### src/rtl/cseq_pkg.sv
// Package: shared mode codes, conversion kinds and sequencer states.
// Assumes the 3-bit mode field layout of the configuration word.
package cseq_pkg;

    localparam logic [2:0] MODE_IDLE  = 3'b000;
    localparam logic [2:0] MODE_CONT  = 3'b001;
    localparam logic [2:0] MODE_SINGL = 3'b010;
    localparam logic [2:0] MODE_PDOWN = 3'b011;
    localparam logic [2:0] MODE_OFCAL = 3'b101;
    localparam logic [2:0] MODE_GNCAL = 3'b110;

    localparam int CFG_EN1_BIT = 4;
    localparam int CFG_EN2_BIT = 3;
    localparam int NCH         = 2;

    typedef enum logic [1:0] {
        K_DATA   = 2'd0,
        K_OFFSET = 2'd1,
        K_GAIN   = 2'd2,
        K_NONE   = 2'd3
    } kind_e;

    typedef enum logic [1:0] {
        S_IDLE = 2'd0,
        S_RUN  = 2'd1,
        S_WAIT = 2'd2
    } seq_state_e;

    // Map a mode code to the kind of conversion it performs.
    function automatic kind_e mode_kind(input logic [2:0] m);
        case (m)
            MODE_CONT, MODE_SINGL: return K_DATA;
            MODE_OFCAL:            return K_OFFSET;
            MODE_GNCAL:            return K_GAIN;
            default:               return K_NONE;
        endcase
    endfunction

    // True for modes that stop after one pass over the enabled channels.
    function automatic logic mode_once(input logic [2:0] m);
        return (m == MODE_SINGL) || (m == MODE_OFCAL) || (m == MODE_GNCAL);
    endfunction

endpackage

### src/rtl/cseq_timer.sv
// Conversion timer: loads the cycle count chosen by the oversampling
// selector on start and counts down to zero.
// Assumes start is only pulsed while the timer is not running.
module cseq_timer #(
    parameter int CYC_PER_MS = 2,
    parameter int OSR_MS [4] = '{5, 20, 50, 60}
) (
    input  logic       clk,
    input  logic       rst_n,
    input  logic       start,
    input  logic       clear,
    input  logic [1:0] osr,
    output logic       elapsed,
    output logic       running
);

    // Largest duration over the four selector codes.
    function automatic int max_cycles();
        int m = 0;
        for (int i = 0; i < 4; i++)
            if (OSR_MS[i] * CYC_PER_MS > m) m = OSR_MS[i] * CYC_PER_MS;
        return m;
    endfunction

    localparam int MAX_CYC = max_cycles();
    localparam int CW      = $clog2(MAX_CYC + 1);

    logic [CW-1:0] dur [4];
    logic [CW-1:0] cnt_q;

    // One duration entry per selector code, derived from the parameters.
    for (genvar g = 0; g < 4; g++) begin : g_dur
        assign dur[g] = CW'(OSR_MS[g] * CYC_PER_MS);
    end

    // Down-counter: load on start, clear on abort, stop at zero.
    always_ff @(posedge clk) begin
        if (!rst_n)           cnt_q <= '0;
        else if (clear)       cnt_q <= '0;
        else if (start)       cnt_q <= dur[osr];
        else if (cnt_q != 0)  cnt_q <= cnt_q - 1'b1;
    end

    assign running = (cnt_q != 0);
    assign elapsed = (cnt_q == 1);

    // an undisturbed running count drops by exactly one per cycle.
    assert_countdown_R4: assert property (@(posedge clk) disable iff (!rst_n)
        (running && !clear && !start) |=> (cnt_q == $past(cnt_q) - 1'b1));

endmodule

### src/rtl/cseq_sched.sv
// Scheduler: holds the configuration word, keeps the set of channels still
// to convert in this pass, and steps through idle / counting / waiting.
// Assumes any configuration write aborts the conversion in flight.
module cseq_sched
    import cseq_pkg::*;
(
    input  logic       clk,
    input  logic       rst_n,
    input  logic       cfg_wr,
    input  logic [4:0] cfg_wdata,
    input  logic       afe_done,
    input  logic       elapsed,
    output logic       timer_start,
    output logic       timer_clear,
    output logic       conv_busy,
    output logic       conv_due,
    output logic       cur_ch,
    output logic       commit,
    output kind_e      cur_kind,
    output logic [2:0] mode,
    output logic [4:0] cfg_rdata
);

    seq_state_e     state_q;
    logic [2:0]     mode_q;
    logic           en1_q, en2_q;
    logic [NCH-1:0] todo_q;
    logic [NCH-1:0] todo_left;
    logic           ch_q;
    logic           go;
    logic           next_ch;

    assign cur_kind    = mode_kind(mode_q);
    assign next_ch     = ~todo_q[0];
    assign go          = (state_q == S_IDLE) && (cur_kind != K_NONE)
                         && (todo_q != 0) && !cfg_wr;
    assign timer_start = go;
    assign timer_clear = cfg_wr;
    assign commit      = (state_q == S_WAIT) && afe_done && !cfg_wr;
    assign todo_left   = todo_q & ~(NCH'(1) << ch_q);

    // Configuration, pass bookkeeping and the conversion state machine.
    always_ff @(posedge clk) begin
        if (!rst_n) begin
            state_q <= S_IDLE;
            mode_q  <= MODE_IDLE;
            en1_q   <= 1'b0;
            en2_q   <= 1'b0;
            todo_q  <= '0;
            ch_q    <= 1'b0;
        end else if (cfg_wr) begin
            mode_q  <= cfg_wdata[2:0];
            en1_q   <= cfg_wdata[CFG_EN1_BIT];
            en2_q   <= cfg_wdata[CFG_EN2_BIT];
            todo_q  <= {cfg_wdata[CFG_EN2_BIT], cfg_wdata[CFG_EN1_BIT]};
            state_q <= S_IDLE;
        end else begin
            case (state_q)
                S_IDLE: if (go) begin
                    state_q <= S_RUN;
                    ch_q    <= next_ch;
                end
                S_RUN: if (elapsed) state_q <= S_WAIT;
                S_WAIT: if (afe_done) begin
                    state_q <= S_IDLE;
                    if (todo_left != 0) begin
                        todo_q <= todo_left;
                    end else if (mode_once(mode_q)) begin
                        todo_q <= '0;
                        mode_q <= MODE_IDLE;
                    end else begin
                        todo_q <= {en2_q, en1_q};
                    end
                end
                default: state_q <= S_IDLE;
            endcase
        end
    end

    assign conv_busy = (state_q == S_RUN) || (state_q == S_WAIT);
    assign conv_due  = (state_q == S_WAIT);
    assign cur_ch    = ch_q;
    assign mode      = mode_q;
    assign cfg_rdata = {en1_q, en2_q, mode_q};

    // writing power-down stops any conversion on the next cycle.
    assert_pdown_aborts_R11: assert property (@(posedge clk) disable iff (!rst_n)
        (cfg_wr && cfg_wdata[2:0] == MODE_PDOWN) |=> !conv_busy);

    // a running conversion always targets an enabled channel.
    assert_chan_enabled_R3: assert property (@(posedge clk) disable iff (!rst_n)
        conv_busy |-> (ch_q ? en2_q : en1_q));

    // finishing the last channel of a one-shot pass returns to idle.
    assert_once_to_idle_R6: assert property (@(posedge clk) disable iff (!rst_n)
        (commit && mode_once(mode_q) && todo_left == 0) |=> (mode_q == MODE_IDLE));

endmodule

### src/rtl/cseq_results.sv
// Result bank: per-channel data, offset and gain registers plus the status
// byte. Data loads are dropped while a serial read is in progress.
// Assumes commit is a single-cycle strobe with a stable kind and channel.
module cseq_results
    import cseq_pkg::*;
#(
    parameter int              CODE_W    = 12,
    parameter int              DATA_W    = 16,
    parameter logic [DATA_W-1:0] OFFS_INIT = 16'h8000,
    parameter logic [DATA_W-1:0] GAIN_INIT = 16'h8000
) (
    input  logic                         clk,
    input  logic                         rst_n,
    input  logic                         commit,
    input  kind_e                        kind,
    input  logic                         ch,
    input  logic [CODE_W-1:0]            code,
    input  logic                         rd_busy,
    input  logic [NCH-1:0]               hi_rd,
    input  logic                         pdown_flag,
    output logic [NCH-1:0][DATA_W-1:0]   data,
    output logic [NCH-1:0][DATA_W-1:0]   offs,
    output logic [NCH-1:0][DATA_W-1:0]   gain,
    output logic [7:0]                   status
);

    localparam int PAD = DATA_W - CODE_W;

    logic [DATA_W-1:0] word;
    logic              load_data;
    logic [NCH-1:0]    rdy_n;
    logic              last_q;

    assign word      = {code, {PAD{1'b0}}};
    assign load_data = commit && (kind == K_DATA) && !rd_busy;

    for (genvar g = 0; g < NCH; g++) begin : g_ch
        logic hit;
        assign hit = (ch == g[0]);

        // Data register and its ready flag for this channel.
        always_ff @(posedge clk) begin
            if (!rst_n) begin
                data[g]  <= '0;
                rdy_n[g] <= 1'b1;
            end else if (load_data && hit) begin
                data[g]  <= word;
                rdy_n[g] <= 1'b0;
            end else if (hi_rd[g]) begin
                rdy_n[g] <= 1'b1;
            end
        end

        // Calibration coefficients for this channel.
        always_ff @(posedge clk) begin
            if (!rst_n) begin
                offs[g] <= OFFS_INIT;
                gain[g] <= GAIN_INIT;
            end else if (commit && hit) begin
                if (kind == K_OFFSET) offs[g] <= word;
                if (kind == K_GAIN)   gain[g] <= word;
            end
        end
    end

    // Last-converted channel indicator.
    always_ff @(posedge clk) begin
        if (!rst_n)         last_q <= 1'b0;
        else if (load_data) last_q <= ch;
    end

    assign status = {pdown_flag, 4'b0000, last_q, rdy_n};

    // a result landing during a serial read leaves data and flags alone.
    assert_drop_on_read_R8: assert property (@(posedge clk) disable iff (!rst_n)
        (commit && kind == K_DATA && rd_busy && hi_rd == 0)
        |=> ($stable(data) && $stable(rdy_n) && $stable(last_q)));

    // a kept data result marks its channel ready (active low).
    assert_ready_on_load_R7: assert property (@(posedge clk) disable iff (!rst_n)
        load_data |=> (rdy_n[$past(ch)] == 1'b0 && last_q == $past(ch)));

    // a high-byte read with no competing load releases the ready flag.
    assert_ready_release_R9: assert property (@(posedge clk) disable iff (!rst_n)
        (hi_rd[0] && !(load_data && ch == 1'b0)) |=> rdy_n[0]);

    // calibrations never disturb the data registers.
    assert_cal_keeps_data_R10: assert property (@(posedge clk) disable iff (!rst_n)
        (commit && kind != K_DATA) |=> $stable(data));

endmodule

### src/rtl/conv_sequencer.sv
// Top: conversion mode sequencer. Ties the scheduler, the conversion timer
// and the result bank together and presents per-channel registers.
// Assumes the front end answers each afe_due with one afe_done strobe.
module conv_sequencer
    import cseq_pkg::*;
#(
    parameter int                CODE_W     = 12,
    parameter int                DATA_W     = 16,
    parameter int                CYC_PER_MS = 2,
    parameter int                OSR_MS [4] = '{5, 20, 50, 60},
    parameter logic [DATA_W-1:0] OFFS_INIT  = 16'h8000,
    parameter logic [DATA_W-1:0] GAIN_INIT  = 16'h8000
) (
    input  logic              clk,
    input  logic              rst_n,
    input  logic              cfg_wr,
    input  logic [4:0]        cfg_wdata,
    output logic [4:0]        cfg_rdata,
    input  logic [1:0]        osr_sel,
    input  logic              low_supply,
    input  logic              rd_busy,
    input  logic [1:0]        rd_hi_strobe,
    input  logic              afe_done,
    input  logic [CODE_W-1:0] afe_code,
    output logic              afe_busy,
    output logic              afe_due,
    output logic              afe_chan,
    output logic              afe_zero,
    output logic [7:0]        status_byte,
    output logic [DATA_W-1:0] ch1_data,
    output logic [DATA_W-1:0] ch2_data,
    output logic [DATA_W-1:0] ch1_offset,
    output logic [DATA_W-1:0] ch2_offset,
    output logic [DATA_W-1:0] ch1_gain,
    output logic [DATA_W-1:0] ch2_gain
);

    logic                       t_start, t_clear, t_elapsed, t_running;
    logic                       commit;
    kind_e                      kind;
    logic [2:0]                 mode;
    logic [NCH-1:0][DATA_W-1:0] data_a, offs_a, gain_a;

    cseq_sched u_sched (
        .clk         (clk),
        .rst_n       (rst_n),
        .cfg_wr      (cfg_wr),
        .cfg_wdata   (cfg_wdata),
        .afe_done    (afe_done),
        .elapsed     (t_elapsed),
        .timer_start (t_start),
        .timer_clear (t_clear),
        .conv_busy   (afe_busy),
        .conv_due    (afe_due),
        .cur_ch      (afe_chan),
        .commit      (commit),
        .cur_kind    (kind),
        .mode        (mode),
        .cfg_rdata   (cfg_rdata)
    );

    cseq_timer #(
        .CYC_PER_MS (CYC_PER_MS),
        .OSR_MS     (OSR_MS)
    ) u_timer (
        .clk     (clk),
        .rst_n   (rst_n),
        .start   (t_start),
        .clear   (t_clear),
        .osr     (osr_sel),
        .elapsed (t_elapsed),
        .running (t_running)
    );

    cseq_results #(
        .CODE_W    (CODE_W),
        .DATA_W    (DATA_W),
        .OFFS_INIT (OFFS_INIT),
        .GAIN_INIT (GAIN_INIT)
    ) u_results (
        .clk        (clk),
        .rst_n      (rst_n),
        .commit     (commit),
        .kind       (kind),
        .ch         (afe_chan),
        .code       (afe_code),
        .rd_busy    (rd_busy),
        .hi_rd      (rd_hi_strobe),
        .pdown_flag ((mode == MODE_PDOWN) || low_supply),
        .data       (data_a),
        .offs       (offs_a),
        .gain       (gain_a),
        .status     (status_byte)
    );

    assign afe_zero   = afe_busy && (kind == K_OFFSET);
    assign ch1_data   = data_a[0];
    assign ch2_data   = data_a[1];
    assign ch1_offset = offs_a[0];
    assign ch2_offset = offs_a[1];
    assign ch1_gain   = gain_a[0];
    assign ch2_gain   = gain_a[1];

    // the timer only runs while the scheduler is counting a conversion.
    assert_timer_in_run_R4: assert property (@(posedge clk) disable iff (!rst_n)
        t_running |-> (afe_busy && !afe_due));

endmodule

### config.mk
export PLATFORM = sky130hd
export DESIGN_NAME = conv_sequencer
export DESIGN_NICKNAME = d
export VERILOG_FILES = /design/src/rtl/cseq_pkg.sv /design/src/rtl/cseq_timer.sv /design/src/rtl/cseq_sched.sv /design/src/rtl/cseq_results.sv /design/src/rtl/conv_sequencer.sv
export SDC_FILE = /design/constraint.sdc
export NUM_CORES = 1
export LEC_CHECK = 0
export ABC_CLOCK_PERIOD_IN_PS = 1800
export BUFFER_PORTS_ARGS = -buffer_cell sky130_fd_sc_hd__buf_4
export CAP_MARGIN = 20
export CORE_MARGIN = 3
export CORE_UTILIZATION = 46
export CTS_CLUSTER_DIAMETER = 80
export CTS_CLUSTER_SIZE = 8
export DETAILED_ROUTE_END_ITERATION = 7
export GPL_ROUTABILITY_DRIVEN = 0
export PLACE_DENSITY = 0.86
export SLEW_MARGIN = 25
export SYNTH_ARGS = -nofsm -noshare
export SYNTH_HDL_FRONTEND = slang
export SYNTH_HIERARCHICAL = 1
export SYNTH_SLANG_ARGS = --single-unit
export TNS_END_PERCENT = 20
### constraint.sdc
create_clock -name clk -period 1.8 [get_ports clk]
set_input_delay 0.54 -clock clk [delete_from_list [all_inputs] [get_ports clk]]
set_output_delay 0.54 -clock clk [all_outputs]
set_load 0.01 [all_outputs]
-- Word level (Yosys, flattened, before mapping)
Cells that the tools add are included.
- register bits: 92
- input port bits: 27
- output and inout bits: 113
- order comparisons: 1
- reductions and logical operators: 39
- shifts and indexed selects: 1
- $add $sub $neg: 1
- multiplexer cells: 24
- equality and inequality tests: 15
- bitwise gates (word level): 7
- operators by type and width (operator ; number):
    7-bit 2-to-1 mux ; 4
    2-bit 2-to-1 mux ; 8
    2-bit nonzero test ; 8
    3-bit 2-to-1 mux ; 5
    7-bit binary-select mux with 2-bit select ; 1
    1-bit logical AND ; 12
    2-bit case mux with 3 select lines ; 2
    2-bit != test (second input constant) ; 5
    2-bit AND reduction ; 5
    7-bit by 1-bit equality test with 1-bit output (second input constant) ; 1
    7-bit nonzero test ; 1
    7-bit by 1-bit subtractor with 7-bit output (second input constant) ; 1
    3-bit by 2-bit equality test with 1-bit output (second input constant) ; 2
    3-bit equality test (second input constant) ; 2
    3-bit AND reduction ; 2
    2-bit by 1-bit equality test with 1-bit output (second input constant) ; 2
    2-bit equality test (second input constant) ; 2
    2-bit logical NOT ; 2
    1-bit logical OR ; 4
    1-bit 2-to-1 mux ; 4
    1-bit NOT ; 4
    4-bit AND reduction ; 1
    2-bit OR reduction ; 2
    3-bit by 1-bit equality test with 1-bit output (second input constant) ; 1
    6 further kinds ; 7

-- Longest topological paths before layout
Gate-level depths: netlist of run 1.
- depth after elaboration: 9
- gate-level depth with buffers: 9

-- Cells and area by module
Netlist of run 1, hierarchy kept.
- by module, submodules not included (module ; instances ; sequential area each (um2) ; cells each ; area an instance (um2)):
    cseq_results ; 1 ; 1501.4 ; 348 ; 3065.4
    cseq_sched ; 1 ; 200.2 ; 78 ; 659.4
    cseq_timer ; 1 ; 140.1 ; 51 ; 445.4
    conv_sequencer ; 1 ; 0.0 ; 4 ; 18.8

-- Worst setup path before layout of run 1
No wires, ideal clock.
- path type: register to register
- from: register u_sched.mode_q[0], in the netlist u_sched/mode[0]
- to: register u_results.last_q
- arrival time: 1.824 ns
- buffers on the path: 2
- data required time: 1.685 ns
- stages on the path, launching flop included: 8
- slack: -0.138 ns
- cell sequence: dfxtp_1 -> and2b_1 -> a21oi_1 -> nor3_2 -> and3_1 -> buf_2 -> buf_6 -> o21a_1
- longest elaborated chain between the ends: 6
- RTL lines (item ; RTL line ; source):
    from (decl) ; cseq_sched.sv:25 ; logic [2:0] mode_q;
    from (signal assigned) ; cseq_sched.sv:52 ; mode_q <= cfg_wdata[2:0];
    3-bit by 1-bit equality test with 1-bit output / 3-bit by 2-bit equality test with 1-bit output (equally long branches) ; cseq_pkg.sv:31 ; case (m)
    2-bit OR reduction ; cseq_pkg.sv:31 ;
    2-bit case mux with 3 select lines * ; cseq_pkg.sv:31 ;
    net kind[1] ; conv_sequencer.sv:40 ; kind_e kind;
    2-bit logical NOT * ; cseq_results.sv:35 ; assign load_data = commit && (kind == K_DATA) && !rd_busy;
    1-bit logical AND * (2 in series) ; cseq_results.sv:35 ;
    to (signal assigned) ; cseq_results.sv:69 ; else if (load_data) last_q <= ch;
    to (decl) ; cseq_results.sv:32 ; logic last_q;
The timed path passes the listed nets; every way through them passes the cells marked *.
A chain may end at the register's enable or synchronous reset.

-- Worst setup path in the final report of run 1
- from: register u_sched.mode_q[0], in the netlist u_sched/mode[0]
- to: output afe_zero
- longest elaborated chain between the ends: 5
- RTL lines (item ; RTL line ; source):
    3-bit by 1-bit equality test with 1-bit output / 3-bit by 2-bit equality test with 1-bit output (equally long branches) ; cseq_pkg.sv:31 ;
    2-bit OR reduction ; cseq_pkg.sv:31 ;
    2-bit case mux with 3 select lines * ; cseq_pkg.sv:31 ;
    net kind[0] ; conv_sequencer.sv:40 ;
    2-bit by 1-bit equality test with 1-bit output * ; conv_sequencer.sv:96 ; assign afe_zero = afe_busy && (kind == K_OFFSET);
    1-bit logical AND * ; conv_sequencer.sv:96 ;
    to (decl) ; conv_sequencer.sv:28 ; output logic afe_zero,
Marked as above.

==> impl_metrics.env, run 1 <==
export IMPL_grt_pass1_vias=3435
export IMPL_overflow=0
export IMPL_cts_hold_fix_buffers=0
export IMPL_post_layout_instance_count_excluding_filler_cells=710
export IMPL_critical_path_class="flip-flop to output pin"
export IMPL_switching_power_mw=1.483
export IMPL_avgViaCountPerCell=5.087
export IMPL_start_kind="flip-flop"
export IMPL_cp_arrival_ps=1350
export IMPL_via_count=3612
export IMPL_die_width_um=101.4
export IMPL_rows=34
export IMPL_finalMaxSlewViolations=0
export IMPL_grt_setup_unrepaired="yes"
export IMPL_worst_vdd_ir_mv=0.4453
export IMPL_drive_above_1_share_pct=30.07
export IMPL_synthArstFlopShare_pct=0
export IMPL_hold_viol=0
export IMPL_gr_usage_all_layers_pct=20.56
export IMPL_starting_density_of_the_core_pct=47.80
export IMPL_max_clock_path_buffers=2
export IMPL_n_diodes=0
export IMPL_final_min_clock_period_ps=1892
export IMPL_synth_cell_types=55
export IMPL_place_detailed_instances=689
export IMPL_static_leakage_power_nw=2.311
export IMPL_r2r_worst_path_cells=5
export IMPL_final_nets=632
export IMPL_final_setup_margin_ps=-91.84
export IMPL_worst_setup_hold_path_clk_slew_ps=90
export IMPL_dr_first_iter_drc_count=219
export IMPL_post_synth_top_area_cell="sky130_fd_sc_hd__dfxtp_1"
export IMPL_clock_power_share_pct=30.5
export IMPL_routed_wl_um=11050
export IMPL_min_delay_path_depth=3
export IMPL_worstSetupEndpointType="output pin"
export IMPL_postSynthAreaPerCell_um2=8.709
export IMPL_r2r_setup_slk_ps=60
export IMPL_cts_htree_levels=3
export IMPL_clock_sinks=92
export IMPL_slowest_stage="sky130_fd_sc_hd__dfxtp_2"
export IMPL_ys_dominant_reg_cell="sky130_fd_sc_hd__dfxtp_1"
export IMPL_run_status="finished with violations"
export IMPL_dpl_hpwl_um=7916
export IMPL_hold_path_class="input port to flip-flop"
export IMPL_maxCapViolations=0
export IMPL_die_area_um2=10290
export IMPL_layout_skew_ps=10.05
export IMPL_seq_power_share_pct=45.4
export IMPL_drcViolationCount=0
export IMPL_timing_critical_path_from="u_sched/mode[0]"
export IMPL_power_share_combinational_pct=24.1
export IMPL_pin_count=140
export IMPL_global_route_wire_length_before_repair_um=16850
export IMPL_grt_max_degree=41
export IMPL_grt_antenna_before_repair=0
export IMPL_tritoncts_num_buffers=9
export IMPL_die_ht_um=101.4
export IMPL_cellPowerDensity_nw_per_um2=895.5
export IMPL_routed_wire_length_per_instance_um=15.56
export IMPL_clock_latency_reported_for_the_late_side_of_the_worst_skew_pair_ps=350
export IMPL_tritoncts="built"
export IMPL_clock_root_buffer="sky130_fd_sc_hd__clkbuf_8"
export IMPL_post_synth_top_area_fraction_pct=43.97
export IMPL_crit_required_ps=1260
export IMPL_rr_endpoint="u_sched/state_q[1]"
export IMPL_timing_critical_path_to="afe_zero"
export IMPL_firstDrtPassIters=4
export IMPL_violations="setup timing"
export IMPL_synth_cell_area_um2=4189
export IMPL_crit_chain="and2b_2 > a21oi_2 > nand2_1 > nor2_1 > buf_4"
export IMPL_final_common_cell="sky130_fd_sc_hd__nand2_1"
export IMPL_power_share_switching_pct=30.57
export IMPL_worstReg2RegStart="u_timer/cnt_q[4]"
export IMPL_core_um2=8763
export IMPL_port_buffers=111
export IMPL_ys_top_cells_by_area="sky130_fd_sc_hd__dfxtp_1, sky130_fd_sc_hd__nand2_1, sky130_fd_sc_hd__a21boi_0"
export IMPL_cellInternalPower_mw=3.369
export IMPL_synth_cells=481
export IMPL_final_period_util_pct=105.1
export IMPL_ant_nets=0
export IMPL_max_clock_freq_ghz=0.5286
export IMPL_fraction_of_the_yosys_area_taken_by_sequential_cells_pct=43.97
export IMPL_timing_critical_path_fanout_max=3
export IMPL_timing_final_setup_violations=1
export IMPL_post_route_cell_area_um2=5418
export IMPL_edff_count_synth=0
export IMPL_placed_area_um2=5102
export IMPL_synth_seq_cells=92
export IMPL_final_cell_mix="sky130_fd_sc_hd__nand2_1, sky130_fd_sc_hd__buf_4, sky130_fd_sc_hd__dfxtp_1"
export IMPL_synth_warning_count=6
export IMPL_synthToLayoutAreaGrowth_pct=29.33
export IMPL_cp_slowest_stage_delay_ps=350
==> cell families (layout without fill, tap and decap cells) <==
kind of cell	count (synthesis)	after routing	synth area share, %
other	1	28	0.08952
muxes	25	25	5.974
and+or+nand+nor	198	198	22.10
buffers and inverters	71	165	10.13
xor gates and xnor gates	6	6	1.254
AOI/OAI and AO/OA	80	80	14.10
adders and majority gates	8	8	2.390
DFF	92	92	43.97
==> repair_timing <==
action	in CTS	in global routing
buffers inserted	5	0
pin swaps	2	6
setup endpoints to repair	10	59
hold endpoints to repair	0	0
gates resized for setup	6	16
cloned	0	1
==> synthesized netlist by cell type (2+ instances only) <==
master and instances:
sky130_fd_sc_hd__a2111oi_2 2, sky130_fd_sc_hd__a21boi_0 46, sky130_fd_sc_hd__a21boi_1 3, sky130_fd_sc_hd__a21oi_1 9, sky130_fd_sc_hd__and4b_1 2, sky130_fd_sc_hd__and4bb_2 2
sky130_fd_sc_hd__buf_1 3, sky130_fd_sc_hd__buf_2 9, sky130_fd_sc_hd__buf_4 37, sky130_fd_sc_hd__clkbuf_1 11, sky130_fd_sc_hd__dfxtp_1 92, sky130_fd_sc_hd__ha_1 8
sky130_fd_sc_hd__inv_1 9, sky130_fd_sc_hd__mux2i_1 25, sky130_fd_sc_hd__nand2_1 146, sky130_fd_sc_hd__nand3_1 13, sky130_fd_sc_hd__nand3b_1 4, sky130_fd_sc_hd__nand4b_1 2
sky130_fd_sc_hd__nand4bb_1 2, sky130_fd_sc_hd__nor2_1 6, sky130_fd_sc_hd__nor2b_1 3, sky130_fd_sc_hd__nor3_1 2, sky130_fd_sc_hd__nor3b_1 3, sky130_fd_sc_hd__o211ai_1 3
sky130_fd_sc_hd__o21ai_0 2, sky130_fd_sc_hd__o21ai_1 4, sky130_fd_sc_hd__xnor2_1 4, sky130_fd_sc_hd__xor2_1 2
==> power by group through the flow <==
| stage | clock network, mW | registers (mW) | logic [mW] |
|---|---|---|---|
| finish | 1.48 | 2.20 | 1.17 |
| global route | 1.60 | 2.21 | 1.28 |
| CTS | 1.50 | 2.20 | 1.15 |
| detailed placement | 0 | 2.25 | 1.12 |
| global placement | 0 | 2.24 | 1.05 |
| floorplan | 0 | 2.24 | 0.876 |
==> worst max-delay path: cells and delay by family, from the launching register on <==
| kind | cells | cell delay, ps |
|---|---|---|
| buf+inv | 1 | 120 |
| flops | 1 | 350 |
| compound gates | 1 | 130 |
| simple gates | 3 | 410 |
==> registers in the layout (all words and copies together) (netlist names) <==
| name | flops |
|---|---|
| u_sched/en1_q | 1 |
| u_results/data | 24 |
| u_results/last_q | 1 |
| u_timer/cnt_q | 7 |
| u_sched/todo_q | 2 |
| u_sched/cur_ch | 1 |
| u_sched/mode | 3 |
| u_sched/state_q | 2 |
| u_sched/en2_q | 1 |
| u_results/offs | 24 |
| u_results/status | 2 |
| u_results/gain | 24 |
==> through the flow <==
step	hold WS, ps	TNS, ps	total power, mW	setup slack, ps	util, %
floorplan	452.4	-9.885	3.119	-9.885	-
global placement	446.1	0	3.293	89.18	58.22
detailed placement	453.4	-117.1	3.365	-62.84	58.22
CTS	422.2	-448.4	4.858	-110.2	61.29
global route	428.1	-326.6	5.087	-180.8	61.82
finish	439.8	-91.84	4.852	-91.84	61.82
==> layer usage <==
layer	up-vias	track usage, %	wire length, µm
met2	130	33.40	5289
met5	-	0	0
met1	1704	27.46	4857
met3	17	3.030	694
li1	1761	-	-
met4	0	8.282	207
==> layout make-up <==
| type | count | area, µm² |
|---|---|---|
| multi-input cells | 345 | 2072 |
| repair buffers | 139 | 1111 |
| well taps | 108 | 135.1 |
| clock buffers | 10 | 137.6 |
| fillers | 706 | 3346 |
| flip-flops and latches | 92 | 1848 |
| inverters | 10 | 37.54 |
| clock inverters | 6 | 76.32 |
==> how the worst min path moves through the flow <==
stage                       start            endpoint
2_1_floorplan       u_sched/en1_q       u_sched/en1_q
3_3_place_gp    u_results/data[8]   u_results/data[8]
3_5_place_dp   u_results/data[29]  u_results/data[29]
4_1_cts              cfg_wdata[0]     u_sched/mode[0]
5_1_grt              cfg_wdata[2]     u_sched/mode[2]
6_report             cfg_wdata[0]     u_sched/mode[0]
(Power assumes the default switching activity.)
==> run 2, diff against run 1 <==
--- a/config.mk
+++ b/config.mk
@@ -14,7 +14,7 @@
 export CTS_CLUSTER_SIZE = 8
 export DETAILED_ROUTE_END_ITERATION = 7
 export GPL_ROUTABILITY_DRIVEN = 0
-export PLACE_DENSITY = 0.86
+export PLACE_DENSITY = 0.81
 export SLEW_MARGIN = 25
 export SYNTH_ARGS = -nofsm -noshare
 export SYNTH_HDL_FRONTEND = slang
==> run 2 against run 1 <==
Final area down 1.1%. The run still ends with setup timing left. Highest routed layer unchanged. Utilization shrank 0.70 points. Register-to-register slack got worse by 40 ps. First-iteration DRC count fell by 47%. Sequential share of layout area is 0.48 points higher. Combinational power barely moved. Maximum frequency is 2.3% lower. Wire length decreased by 1.4%. Via count is 2.0% higher.
==> impl_metrics.env, run 2 (synthesis gave the netlist of run 1 again) <==
export IMPL_layout_skew_ps=13.31
export IMPL_global_route_wire_length_before_repair_um=16530
export IMPL_drive_above_1_share_pct=29.88
export IMPL_hold_viol=0
export IMPL_fin_setup_tns_ps=-137.3
export IMPL_grt_pass1_vias=3380
export IMPL_r2r_worst_path_cells=6
export IMPL_place_ws_ps=-36.29
export IMPL_core_um2=8763
export IMPL_routed_wire_length_per_instance_um=15.41
export IMPL_clock_power_share_pct=28.0
export IMPL_placed_area_um2=5047
export IMPL_switching_power_mw=1.473
export IMPL_ant_nets=0
export IMPL_cellPowerDensity_nw_per_um2=876.8
export IMPL_timing_critical_path_from="u_sched/mode[0]"
export IMPL_grt_setup_unrepaired="yes"
export IMPL_post_route_cell_area_um2=5356
export IMPL_drcViolationCount=0
export IMPL_max_clock_path_buffers=2
export IMPL_tritoncts_num_buffers=9
export IMPL_maxCapViolations=0
export IMPL_routed_wl_um=10900
export IMPL_power_share_switching_pct=31.37
export IMPL_clock_sinks=92
export IMPL_globalRouteMet3Util_pct=3.719
export IMPL_cts_htree_levels=3
export IMPL_overflow=0
export IMPL_final_common_cell="sky130_fd_sc_hd__nand2_1"
export IMPL_final_min_clock_period_ps=1937
export IMPL_tritoncts="built"
export IMPL_groute_layer_met1_usage_pct=25.28
export IMPL_starting_density_of_the_core_pct=47.80
export IMPL_power_mw=4.696
export IMPL_n_diodes=0
export IMPL_crit_required_ps=1260
export IMPL_pin_count=140
export IMPL_min_delay_path_depth=3
export IMPL_die_area_um2=10290
export IMPL_timing_hold_ws_ps=421.3
export IMPL_grt_max_degree=64
export IMPL_gr_max_usage_layer="met2"
export IMPL_final_setup_margin_ps=-137.3
export IMPL_slew_headroom_pct=64.96
export IMPL_die_ht_um=101.4
export IMPL_start_kind="flip-flop"
export IMPL_static_leakage_power_nw=2.284
export IMPL_run_status="finished with violations"
export IMPL_timing_final_setup_violations=1
export IMPL_seq_power_share_pct=46.9
export IMPL_via_count=3686
export IMPL_dr_first_iter_drc_count=117
export IMPL_max_clock_freq_ghz=0.5162
export IMPL_worst_setup_hold_path_clk_slew_ps=90
export IMPL_final_nets=629
export IMPL_power_share_combinational_pct=25.1
export IMPL_synthToLayoutAreaGrowth_pct=27.87
export IMPL_worst_vdd_ir_mv=0.4657
export IMPL_final_period_util_pct=107.6
export IMPL_grt_use_met2_pct=34.21
export IMPL_avgViaCountPerCell=5.214
export IMPL_cellInternalPower_mw=3.223
export IMPL_cp_arrival_ps=1400
export IMPL_final_cell_mix="sky130_fd_sc_hd__nand2_1, sky130_fd_sc_hd__buf_4, sky130_fd_sc_hd__dfxtp_1"
export IMPL_clock_root_buffer="sky130_fd_sc_hd__clkbuf_8"
export IMPL_worst_hold_startpoint="cfg_wdata[2]"
export IMPL_worstReg2RegStart="u_sched/mode[0]"
export IMPL_die_width_um=101.4
export IMPL_port_buffers=111
export IMPL_violations="setup timing"
export IMPL_grt_antenna_before_repair=0
export IMPL_worst_slew_pin_transition_ps=525.7
export IMPL_fillers=766
export IMPL_dpl_hpwl_um=7815
export IMPL_worstSetupEndpointType="output pin"
export IMPL_hold_path_class="input port to flip-flop"
export IMPL_gr_usage_all_layers_pct=20.29
export IMPL_finalMaxSlewViolations=0
export IMPL_critical_path_class="flip-flop to output pin"
export IMPL_rows=34
export IMPL_firstDrtPassIters=4
export IMPL_timing_critical_path_fanout_max=4
export IMPL_biggest_regs="u_results/data x24, u_results/gain x24, u_results/offs x24"
export IMPL_clock_latency_reported_for_the_late_side_of_the_worst_skew_pair_ps=360
## run 2: cell types whose count changed in the layout (fill, tap and decap cells not counted), sizes merged
cell,delta
bufinv,-1
clkinv,+1
buf,-3
and4bb,+1
clkinvlp,+1
inv,-2
## run 2: metal layers
metal | share of wire (%) | up-vias
li1 | - | 1760
met1 | 42 | 1759
met2 | 49 | 136
met3 | 5.7 | 31
met5 | 0 | -
met4 | 3.3 | 0
## run 2: repair_timing
item | in CTS | in global routing
resized for setup | 6 | 34
pin swaps | 1 | 2
hold buffers | 0 | 0
setup endpoints to repair | 28 | 73
hold endpoints to repair | 0 | 0
setup buffers | 5 | 0
gates cloned | 0 | 1
## run 2: metrics by stage
step	utilization, %	cells
global route	61.12	707
finish	61.12	707
global placement	57.60	685
detailed placement	57.60	685
floorplan	-	508
CTS	60.31	706
## run 2: path summary, 6_finish.rpt
path                                      endpoint  slack [ps]
worst min-delay path               u_sched/mode[2]         420
worst max register to register    u_timer/cnt_q[5]          20
worst min register to register  u_results/offs[10]         470
worst max-delay path                      afe_zero        -140
## run 2: critical path, stage by stage, from the launching register on
cell and delay, ps:
sky130_fd_sc_hd__dfxtp_4 370, sky130_fd_sc_hd__and2b_2 250, sky130_fd_sc_hd__a21oi_2 140, sky130_fd_sc_hd__nand2_1 60, sky130_fd_sc_hd__nor2_1 90, sky130_fd_sc_hd__buf_4 130
## run 2: layout make-up
type,count,area (µm²),area share (%)
Clock buffer,11,141.4,2.640
Clock inverter,5,45.04,0.8409
Inverter,10,37.54,0.7008
Multi-Input combinational cell,346,2095,39.10
Sequential cell,92,1853,34.59
Tap cell,108,135.1,2.523
Timing Repair Buffer,135,1050,19.60
## run 2: power groups by stage
stage | Combinational [mW] | Clock [mW] | Sequential (mW)
CTS | 1.13 | 1.34 | 2.20
floorplan | 0.876 | 0 | 2.24
global placement | 1.04 | 0 | 2.24
global route | 1.26 | 1.43 | 2.22
finish | 1.18 | 1.31 | 2.20
detailed placement | 1.10 | 0 | 2.25
